[src/rtl/flag_cfg_pkg.sv]
// Package: shared types for the flag offset configuration controller.
// Assumes: four offsets, slot order fixed by the write sequence.
package flag_cfg_pkg;

    // Select codes captured during reset
    typedef enum logic [1:0] {
        SEL_PROGRAM = 2'b00,
        SEL_PRE_LO  = 2'b01,
        SEL_PRE_MID = 2'b10,
        SEL_PRE_HI  = 2'b11
    } sel_e;

    localparam int NUM_SLOTS = 4;
    localparam int SLOT_W    = $clog2(NUM_SLOTS);

    // Slot index in write order: this order is behaviour
    typedef enum logic [SLOT_W-1:0] {
        SLOT_FULL1  = 2'd0,
        SLOT_EMPTY1 = 2'd1,
        SLOT_FULL2  = 2'd2,
        SLOT_EMPTY2 = 2'd3
    } slot_e;

endpackage

[src/rtl/flag_cfg_mode_latch.sv]
// Module: flag_cfg_mode_latch
// Captures the select code on every edge while reset is low and holds it
// afterwards. Assumes rst_n is synchronous to clk.
module flag_cfg_mode_latch
    import flag_cfg_pkg::*;
(
    input  logic       clk,
    input  logic       rst_n,
    input  logic [1:0] sel_in,
    output sel_e       mode_q,
    output logic       is_program
);

    // Track the select input during reset, freeze it afterwards
    always_ff @(posedge clk) begin
        if (!rst_n) begin
            mode_q <= sel_e'(sel_in);
        end
    end

    // Programming mode decode
    always_comb begin
        is_program = (mode_q == SEL_PROGRAM);
    end

    // The captured mode never moves between resets
    assert_mode_frozen_R1: assert property (@(posedge clk) disable iff (!rst_n)
        $past(rst_n) |-> $stable(mode_q));

endmodule

[src/rtl/flag_cfg_seq.sv]
// Module: flag_cfg_seq
// Write sequencer and ready generator. In programming mode it steps a slot
// pointer on each qualified write and finishes after the last slot. In preset
// mode it counts READY_DLY edges after reset release. Assumes READY_DLY >= 1.
module flag_cfg_seq
    import flag_cfg_pkg::*;
#(
    parameter int READY_DLY = 2
) (
    input  logic              clk,
    input  logic              rst_n,
    input  logic              is_program,
    input  logic              wr_ok,
    output logic              wr_stb,
    output logic [SLOT_W-1:0] wr_slot,
    output logic              done
);

    localparam int CNT_W = $clog2(READY_DLY + 1);
    localparam logic [CNT_W-1:0] CNT_LAST = CNT_W'(READY_DLY - 1);
    localparam logic [SLOT_W-1:0] SLOT_LAST = SLOT_W'(NUM_SLOTS - 1);

    logic [CNT_W-1:0] dly_cnt;

    // Offset write strobe: programming mode, qualified, not yet done
    always_comb begin
        wr_stb = is_program && wr_ok && !done;
    end

    // Slot pointer advances once per accepted write
    always_ff @(posedge clk) begin
        if (!rst_n) begin
            wr_slot <= '0;
        end else if (wr_stb) begin
            wr_slot <= wr_slot + 1'b1;
        end
    end

    // Preset-mode delay counter
    always_ff @(posedge clk) begin
        if (!rst_n) begin
            dly_cnt <= '0;
        end else if (!is_program && !done && dly_cnt != CNT_LAST) begin
            dly_cnt <= dly_cnt + 1'b1;
        end
    end

    // Sticky completion flag
    always_ff @(posedge clk) begin
        if (!rst_n) begin
            done <= 1'b0;
        end else if (!done) begin
            if (is_program) begin
                done <= wr_stb && (wr_slot == SLOT_LAST);
            end else begin
                done <= (dly_cnt == CNT_LAST);
            end
        end
    end

    // Completion is never withdrawn outside reset
    assert_done_sticky_R10: assert property (@(posedge clk) disable iff (!rst_n)
        done |=> done);

    // Preset mode never moves the slot pointer
    assert_no_slot_in_preset_R5: assert property (@(posedge clk) disable iff (!rst_n)
        !is_program |-> (wr_slot == '0));

    // In programming mode, completion coincides with a wrap of the pointer
    assert_done_after_last_R7: assert property (@(posedge clk) disable iff (!rst_n)
        (is_program && $rose(done)) |-> (wr_slot == '0));

endmodule

[src/rtl/flag_cfg_ofs_regs.sv]
// Module: flag_cfg_ofs_regs
// Four offset registers. During reset each loads the preset for the select
// code on the bus (zero for programming mode). Afterwards a slot is written
// from the low data bits when the sequencer strobes it.
module flag_cfg_ofs_regs
    import flag_cfg_pkg::*;
#(
    parameter int DATA_W  = 36,
    parameter int OFS_W   = 16,
    parameter int PRE_LO  = 8,
    parameter int PRE_MID = 16,
    parameter int PRE_HI  = 64
) (
    input  logic              clk,
    input  logic              rst_n,
    input  logic [1:0]        sel_in,
    input  logic              wr_stb,
    input  logic [SLOT_W-1:0] wr_slot,
    input  logic [DATA_W-1:0] din,
    output logic [OFS_W-1:0]  ofs_q [NUM_SLOTS]
);

    logic [OFS_W-1:0] preset_val;

    // Preset value chosen by the select code currently on the pins
    always_comb begin
        unique case (sel_e'(sel_in))
            SEL_PRE_LO:  preset_val = OFS_W'(PRE_LO);
            SEL_PRE_MID: preset_val = OFS_W'(PRE_MID);
            SEL_PRE_HI:  preset_val = OFS_W'(PRE_HI);
            default:     preset_val = '0;
        endcase
    end

    for (genvar g = 0; g < NUM_SLOTS; g++) begin : g_slot
        // One offset register: preset in reset, bus load when addressed
        always_ff @(posedge clk) begin
            if (!rst_n) begin
                ofs_q[g] <= preset_val;
            end else if (wr_stb && wr_slot == SLOT_W'(g)) begin
                ofs_q[g] <= din[OFS_W-1:0];
            end
        end
    end

endmodule

[src/rtl/flag_cfg_ctrl.sv]
// Module: flag_cfg_ctrl (top)
// Sets up the almost-full/almost-empty offsets of a FIFO pair after reset,
// from a preset or from four ordered writes, and gates port-A ready until done.
// Assumes a single clock (port A) and synchronous active-low reset.
module flag_cfg_ctrl
    import flag_cfg_pkg::*;
#(
    parameter int DATA_W    = 36,
    parameter int OFS_W     = 16,
    parameter int READY_DLY = 2,
    parameter int PRE_LO    = 8,
    parameter int PRE_MID   = 16,
    parameter int PRE_HI    = 64
) (
    input  logic              clk,
    input  logic              rst_n,
    input  logic [1:0]        flag_sel,
    input  logic              wr_en,
    input  logic              cs_n,
    input  logic              wr_rd,
    input  logic              mbx_sel,
    input  logic [DATA_W-1:0] din,
    output logic [OFS_W-1:0]  full_ofs1,
    output logic [OFS_W-1:0]  empty_ofs1,
    output logic [OFS_W-1:0]  full_ofs2,
    output logic [OFS_W-1:0]  empty_ofs2,
    output logic              cfg_ready
);

    sel_e              mode_q;
    logic              is_program;
    logic              wr_ok;
    logic              wr_stb;
    logic [SLOT_W-1:0] wr_slot;
    logic              done;
    logic [OFS_W-1:0]  ofs_q [NUM_SLOTS];

    // Qualify a port-A offset write
    always_comb begin
        wr_ok = wr_en && !cs_n && wr_rd && !mbx_sel;
    end

    flag_cfg_mode_latch u_mode (
        .clk        (clk),
        .rst_n      (rst_n),
        .sel_in     (flag_sel),
        .mode_q     (mode_q),
        .is_program (is_program)
    );

    flag_cfg_seq #(
        .READY_DLY (READY_DLY)
    ) u_seq (
        .clk        (clk),
        .rst_n      (rst_n),
        .is_program (is_program),
        .wr_ok      (wr_ok),
        .wr_stb     (wr_stb),
        .wr_slot    (wr_slot),
        .done       (done)
    );

    flag_cfg_ofs_regs #(
        .DATA_W  (DATA_W),
        .OFS_W   (OFS_W),
        .PRE_LO  (PRE_LO),
        .PRE_MID (PRE_MID),
        .PRE_HI  (PRE_HI)
    ) u_regs (
        .clk     (clk),
        .rst_n   (rst_n),
        .sel_in  (flag_sel),
        .wr_stb  (wr_stb),
        .wr_slot (wr_slot),
        .din     (din),
        .ofs_q   (ofs_q)
    );

    // Drive the outputs in write order
    always_comb begin
        full_ofs1  = ofs_q[SLOT_FULL1];
        empty_ofs1 = ofs_q[SLOT_EMPTY1];
        full_ofs2  = ofs_q[SLOT_FULL2];
        empty_ofs2 = ofs_q[SLOT_EMPTY2];
        cfg_ready  = done;
    end

    // Assertion-only cycle counter since reset release, saturating
    localparam int SINCE_W = $clog2(READY_DLY + 1) + 1;
    logic [SINCE_W-1:0] since_rst;

    // Count edges after reset release for the ready-delay check
    always_ff @(posedge clk) begin
        if (!rst_n) begin
            since_rst <= '0;
        end else if (since_rst != SINCE_W'(READY_DLY)) begin
            since_rst <= since_rst + 1'b1;
        end
    end

    assert_preset_ready_on_time_R8: assert property (@(posedge clk) disable iff (!rst_n)
        (!is_program && since_rst == SINCE_W'(READY_DLY)) |-> cfg_ready);

    assert_preset_ready_not_early_R8: assert property (@(posedge clk) disable iff (!rst_n)
        (!is_program && since_rst != SINCE_W'(READY_DLY)) |-> !cfg_ready);

    assert_frozen_after_ready_R9: assert property (@(posedge clk) disable iff (!rst_n)
        cfg_ready |=> ($stable(full_ofs1) && $stable(empty_ofs1) &&
                       $stable(full_ofs2) && $stable(empty_ofs2)));

    assert_preset_lo_value_R2: assert property (@(posedge clk) disable iff (!rst_n)
        (mode_q == SEL_PRE_LO) |-> (full_ofs1 == OFS_W'(PRE_LO) && empty_ofs2 == OFS_W'(PRE_LO)));

    assert_preset_hi_value_R3: assert property (@(posedge clk) disable iff (!rst_n)
        (mode_q == SEL_PRE_HI) |-> (empty_ofs1 == OFS_W'(PRE_HI) && full_ofs2 == OFS_W'(PRE_HI)));

endmodule

[config.mk]
export PLATFORM = sky130hd
export DESIGN_NAME = flag_cfg_ctrl
export DESIGN_NICKNAME = d
export VERILOG_FILES = /design/src/rtl/flag_cfg_pkg.sv /design/src/rtl/flag_cfg_mode_latch.sv /design/src/rtl/flag_cfg_seq.sv /design/src/rtl/flag_cfg_ofs_regs.sv /design/src/rtl/flag_cfg_ctrl.sv
export SDC_FILE = /design/constraint.sdc
export NUM_CORES = 1
export LEC_CHECK = 0
export BUFFER_PORTS_ARGS = -buffer_cell sky130_fd_sc_hd__buf_2
export CAP_MARGIN = 25
export CORE_UTILIZATION = 50
export DETAILED_ROUTE_END_ITERATION = 8
export GPL_ROUTABILITY_DRIVEN = 0
export PLACE_DENSITY = 0.87
export SKIP_LAST_GASP = 1
export SYNTH_ARGS = -nofsm -noshare
export SYNTH_HDL_FRONTEND = slang
export SYNTH_SLANG_ARGS = --single-unit
[constraint.sdc]
create_clock -name clk -period 4.2 [get_ports clk]
set_input_delay 0.42 -clock clk [delete_from_list [all_inputs] [get_ports clk]]
set_output_delay 0.42 -clock clk [all_outputs]
set_load 0.1 [all_outputs]
==> flow_metrics.py, run 1 <==
metrics = {
    "floorplanning": {
        "dieArea_mm2": 0.00521,
        "io_pins": 109,
        "die_height_um": 72.2,
        "rows": 25,
        "die_w_um": 72.2,
        "initial_utilization": 0.522,
        "core_mm2": 0.00472,
    },
    "sta": {
        "fin_crit_ns": 1.97,
        "fmax_mhz": 509,
        "setup_viol": 0,
        "hold_viol": 0,
        "fin_tns_setup_ns": 0,
        "worstMarginPinSlew_ns": 0.778,
        "slew_headroom": 0.480,
        "slew_viol_final": 0,
        "rsz0062_at_grt": "false",
        "period_share": 0.468,
        "whs_ns": 0.292,
        "fin_skew_ns": 0.00520,
    },
    "clock_tree": {
        "clk_pin_slew_worst_paths_ns": 0.07,
        "clockBufferDepth": 2,
        "postCtsHoldBufs": 0,
        "cts_tree": "built",
        "cts_resized": 0,
        "cts_buffers": 9,
        "cts_root_buf": "clkbuf_8",
        "post_cts_buffers": 0,
        "htreeDepth": 3,
        "cts.sinks": 71,
        "worstSkewPairLatency_ns": 0.33,
    },
    "routing": {
        "vias": 1454,
        "routed_wl_mm": 4.40,
        "postRouteAntennaNets": 0,
        "drcViolationCount": 0,
        "drt_iter0_markers": 107,
        "wl_per_cell_um": 14.7,
        "detailedRoute.firstPassIterationCount": 4,
        "viasPerCell": 4.86,
    },
    "yosys": {
        "ys.flop_type": "edfxtp_1",
        "synthTopCellsByArea": "edfxtp_1 (80%), dfxtp_1 (4.1%), and2_1 (3.3%)",
        "synth_area_leader_cell": "edfxtp_1",
        "synth.top_cell.area_share": 0.804,
        "netlist_instances": 130,
        "synth_enable_flop_cells": 66,
        "ys_types": 21,
        "syn-num-nets": 179,
        "yosys-top-cells-count": "edfxtp_1 (66), and2_1 (13), nand2_1 (8)",
        "ys_async_sr_fraction": 0,
        "syn_area_mm2": 0.00246,
        "synth_most_common_cell": "edfxtp_1",
        "synth-seq-area-share": 0.845,
        "yosys_warnings": 0,
        "ys_ff_latch": 71,
        "syn_avg_cell_area_um2": 19.0,
    },
    "grt": {
        "antenna_found_initial": 0,
        "grt_usage": 0.180,
        "grt_max_degree": 23,
        "grt_overflow": 0,
        "grt_pass1_wl_mm": 6.53,
        "grt_pass1_vias": 1388,
    },
    "final_layout": {
        "nets": 276,
        "final_util": 0.671,
        "drive_gt1_frac": 0.461,
        "area.sequential_mm2": 0.00208,
        "n_fill_cell": 316,
        "antenna_cells": 0,
        "stdcell_count": 299,
        "area_delta_synth_final_pct": 28.6,
        "multi_input_area_um2": 357,
    },
    "outcome": {
        "run_status": "complete, no violations",
    },
    "power_and_ir_drop": {
        "p_leak_nw": 1.29,
        "power_mw": 1.86,
        "power_density_mw_per_mm2": 587,
        "ir_drop_v": 0.000306,
    },
    "worst_setup_path": {
        "crit_type": "flip-flop to flip-flop",
        "path_max_fanout": 16,
        "required_ns": 4.16,
        "start_kind": "flip-flop",
        "cp-end-kind": "flip-flop",
        "critical_path_arrival_ns": 1.93,
    },
    "place": {
        "dpl.hpwl_mm": 3.01,
        "portBuffers": 88,
        "dp.cells": 283,
    },
    "hold_path": {
        "min_path_type": "input port to flip-flop",
    },
    "job": {
        "maxCapViolCount": 0,
    },
}
critical path: stages (launching register included):
cell,delay (ns)
edfxtp_1,0.44
nor4b_4,0.44
nand3_1,0.12
nand2_1,0.60
cell type report:
cell class | instances | area share
Inverter | 5 | 0.00592
Timing Repair Buffer | 88 | 0.139
Clock inverter | 7 | 0.0201
Clock buffer | 9 | 0.0391
Tap cell | 67 | 0.0265
Multi-Input combinational cell | 52 | 0.113
Sequential cell | 71 | 0.657
kinds of logic (layout without fill, tap and decap cells):
logic type | count (synthesis) | in the layout | share of synthesized area
AO/OA/AOI/OAI | 13 | 13 | 0.0310
adder cells (fa/ha/maj) | 5 | 5 | 0.0254
buffers and inverters | 7 | 109 | 0.0107
flip-flops | 71 | 71 | 0.845
AND/OR/NAND/NOR | 34 | 34 | 0.0883
metrics by stage:
stage / setup WS, ns / cell area [um^2]
6_report: 2.23 / 3170
5_1_grt: 2.11 / 3170
4_1_cts: 2.21 / 3170
3_5_place_dp: 2.17 / 2980
3_3_place_gp: 2.15 / 2980
2_1_floorplan: 2.18 / 2460
worst paths after layout:
kind,from,end,slack (ns),depth (start not counted)
setup / recovery,u_mode.mode_q[1]$_DFFE_PN_,u_regs.ofs_q[48]$_DFFE_PP_,2.23,3
hold / removal,flag_sel[0],u_mode.mode_q[0]$_DFFE_PN_,0.29,1
setup reg to reg,u_mode.mode_q[1]$_DFFE_PN_,u_regs.ofs_q[48]$_DFFE_PP_,2.23,3
hold reg to reg,u_seq.wr_slot[1]$_SDFFE_PN0P_,u_seq.wr_slot[1]$_SDFFE_PN0P_,0.53,2
flip-flops by register name (all words and copies together), names as in the netlist:
signal         flops
u_seq.wr_slot      2
u_seq.dly_cnt      2
u_regs.ofs_q      64
u_mode.mode_q      2
u_seq.done         1
cell usage in the layout (no fill, tap or decap), types with 2 or more instances in the layout:
cell	netlist	routed
buf_2	0	88
edfxtp_1	66	66
and2_1	13	13
clkbuf_8	0	9
nand2_1	8	8
nand3_1	6	6
a21oi_1	6	6
inv_1	5	5
ha_1	5	5
dfxtp_1	5	5
o21ai_0	2	2
o21ai_1	2	2
clkinv_1	0	2
clkinv_2	0	2
power breakdown:
part           switching, mW  total, mW  leakage (nW)  internal (mW)
sequential            0.0217      0.861         0.687          0.839
combinational          0.429      0.492         0.506         0.0627
clock                  0.238      0.507        0.0941          0.269
total                  0.689       1.86          1.29           1.17
routing by layer:
layer | vias up | global-route usage | share of wire
li1 | 687 | - | -
met1 | 670 | 0.214 | 0.45
met2 | 85 | 0.285 | 0.45
met3 | 12 | 0.0778 | 0.081
met4 | 0 | 0.0806 | 0.022
met5 | - | 0 | 0
(Power assumes the default switching activity.)
==> run 2: changes to the inputs <==
--- a/config.mk
+++ b/config.mk
@@ -7,10 +7,10 @@
 export LEC_CHECK = 0
 export BUFFER_PORTS_ARGS = -buffer_cell sky130_fd_sc_hd__buf_2
 export CAP_MARGIN = 25
-export CORE_UTILIZATION = 50
+export CORE_UTILIZATION = 46
 export DETAILED_ROUTE_END_ITERATION = 8
 export GPL_ROUTABILITY_DRIVEN = 0
-export PLACE_DENSITY = 0.87
+export PLACE_DENSITY = 0.81
 export SKIP_LAST_GASP = 1
 export SYNTH_ARGS = -nofsm -noshare
 export SYNTH_HDL_FRONTEND = slang
==> constraint.sdc (replaced) <==
create_clock -name clk -period 1.95 [get_ports clk]
set_input_delay 0.195 -clock clk [delete_from_list [all_inputs] [get_ports clk]]
set_output_delay 0.195 -clock clk [all_outputs]
set_load 0.1 [all_outputs]
==> run 2 against run 1 <==
  * Die area increased by 8.5%
  * Core utilization down 4.8 points
  * Clock skew grew 0.0043 ns
  * First-iteration DRC count down 25%
  * Sequential cell count unchanged
==> flow_metrics.py, run 2 (synthesis results as in run 1) <==
metrics = {
    "outcome": {
        "run_status": "complete, no violations",
    },
    "routing": {
        "viasPerCell": 4.69,
        "wl_per_cell_um": 13.9,
        "drt_iter0_markers": 80,
        "routed_wl_mm": 4.31,
        "detailedRoute.firstPassIterationCount": 4,
        "vias": 1449,
        "drcViolationCount": 0,
        "postRouteAntennaNets": 0,
    },
    "final_layout": {
        "layout_common_cells": "buf_2 (88), edfxtp_1 (66), and2_1 (13)",
        "largest_reg_flops": 64,
        "n_fill_cell": 409,
        "layout_commonest_cell": "buf_2",
        "top_register": "u_regs.ofs_q",
        "drive_gt1_frac": 0.481,
        "nets": 284,
        "area_delta_synth_final_pct": 29.8,
        "antenna_cells": 0,
        "final_util": 0.623,
    },
    "sta": {
        "setup_viol": 0,
        "rsz0062_at_grt": "false",
        "fin_crit_ns": 1.63,
        "worstMarginPinSlew_ns": 0.498,
        "worst_slack_ns": 0.322,
        "fmax_mhz": 614,
        "hold_viol": 0,
        "slew_headroom": 0.664,
        "whs_ns": 0.0661,
        "fin_tns_setup_ns": 0,
        "period_share": 0.835,
        "slew_viol_final": 0,
        "fin_skew_ns": 0.00954,
    },
    "worst_setup_path": {
        "rr_endpoint": "u_regs.ofs_q[15]$_SDFFCE_PN0P_",
        "crit_type": "flip-flop to flip-flop",
        "rr_worst_depth": 4,
        "max_stage_delay_ns": 0.44,
        "reg2reg_from": "u_mode.mode_q[1]$_DFFE_PN_",
        "required_ns": 1.98,
        "crit_buf_inv": 1,
        "worstSetupStartpoint": "u_mode.mode_q[1]$_DFFE_PN_",
        "ff2ff_setup_slack_ns": 0.32,
        "cp_top_family": "simple AND/OR/NAND/NOR gates",
        "critical_path_arrival_ns": 1.66,
        "path_cells": "nor4b_4 -> nand3_1 -> nand2_1 -> buf_4",
        "path_max_fanout": 9,
        "slowest_stage": "edfxtp_1",
        "start_kind": "flip-flop",
        "cp-end-kind": "flip-flop",
    },
    "power_and_ir_drop": {
        "ir_drop_v": 0.000443,
        "p_leak_nw": 1.31,
        "power_density_mw_per_mm2": 1200,
    },
    "place": {
        "place_ws_ns": 0.314,
        "dpl.hpwl_mm": 3.05,
        "portBuffers": 88,
    },
    "clock_tree": {
        "cts_root_buf": "clkbuf_8",
        "post_cts_buffers": 0,
        "worstSkewPairLatency_ns": 0.33,
        "postCtsHoldBufs": 0,
        "cts.sinks": 71,
        "cts_resized": 0,
        "cts_tree": "built",
        "cts_buffers": 9,
        "clockBufferDepth": 2,
        "htreeDepth": 3,
        "clk_pin_slew_worst_paths_ns": 0.07,
    },
    "floorplanning": {
        "rows": 26,
        "die_w_um": 75.2,
        "initial_utilization": 0.480,
        "dieArea_mm2": 0.00566,
        "io_pins": 109,
        "core_mm2": 0.00514,
        "die_height_um": 75.2,
    },
    "hold_path": {
        "timing.hold.worst_path_depth": 1,
        "min_path_type": "input port to flip-flop",
        "hold_path_end": "u_mode.mode_q[0]$_DFFE_PN_",
        "min_from": "flag_sel[0]",
    },
    "grt": {
        "grt_max_degree": 23,
        "grt_pass1_wl_mm": 6.40,
        "grt_pass1_vias": 1346,
        "grt_overflow": 0,
        "grt_usage": 0.164,
        "antenna_found_initial": 0,
    },
    "job": {
        "maxCapViolCount": 0,
    },
}
==> run 2: worst max path at each step <==
stage               depth (start not counted)  slack (ns)                              to
floorplan                                   3        0.18       u_regs.ofs_q[0]$_DFFE_PP_
global placement                            4        0.32       u_regs.ofs_q[5]$_DFFE_PP_
detailed placement                          4        0.31       u_regs.ofs_q[0]$_DFFE_PP_
CTS                                         4        0.30  u_regs.ofs_q[15]$_SDFFCE_PN0P_
global route                                4        0.20  u_regs.ofs_q[15]$_SDFFCE_PN0P_
finish                                      4        0.32  u_regs.ofs_q[15]$_SDFFCE_PN0P_
==> run 2: through the flow <==
| stage | instances | cell area, um^2 | total power [mW] |
|---|---|---|---|
| 4_1_cts | 309 | 3200 | 3.88 |
| 2_1_floorplan | 130 | 2470 | 2.79 |
| 3_5_place_dp | 294 | 3050 | 2.96 |
| 5_1_grt | 309 | 3200 | 3.98 |
| 3_3_place_gp | 294 | 3050 | 2.95 |
| 6_report | 309 | 3200 | 3.85 |
==> run 2: power by group <==
part | total [mW] | internal, mW | switching, mW
Clock | 0.927 | 0.443 | 0.484
Sequential | 1.85 | 1.81 | 0.0457
Combinational | 1.07 | 0.146 | 0.920
==> run 2: final cells by class <==
class                      instances  area (um^2)  share of cell area
inverter                           5         18.8             0.00586
multi-input combinational         52          357               0.111
clock buffer                      10          128              0.0399
timing repair buffer              96          500               0.156
sequential                        71         2080               0.651
clock inverter                     5         26.3             0.00821
tap                               70         87.6              0.0274
==> run 2: per-layer routing <==
layer / GRT usage / part of all wire
met5: 0 / 0
met4: 0.0988 / 0.017
met3: 0.0428 / 0.064
met2: 0.264 / 0.49
met1: 0.201 / 0.43
==> run 2: worst register-to-register path: stages (launching register included) <==
cell and delay, ns:
edfxtp_1 0.44, nor4b_4 0.43, nand3_1 0.15, nand2_1 0.12
buf_4 0.20
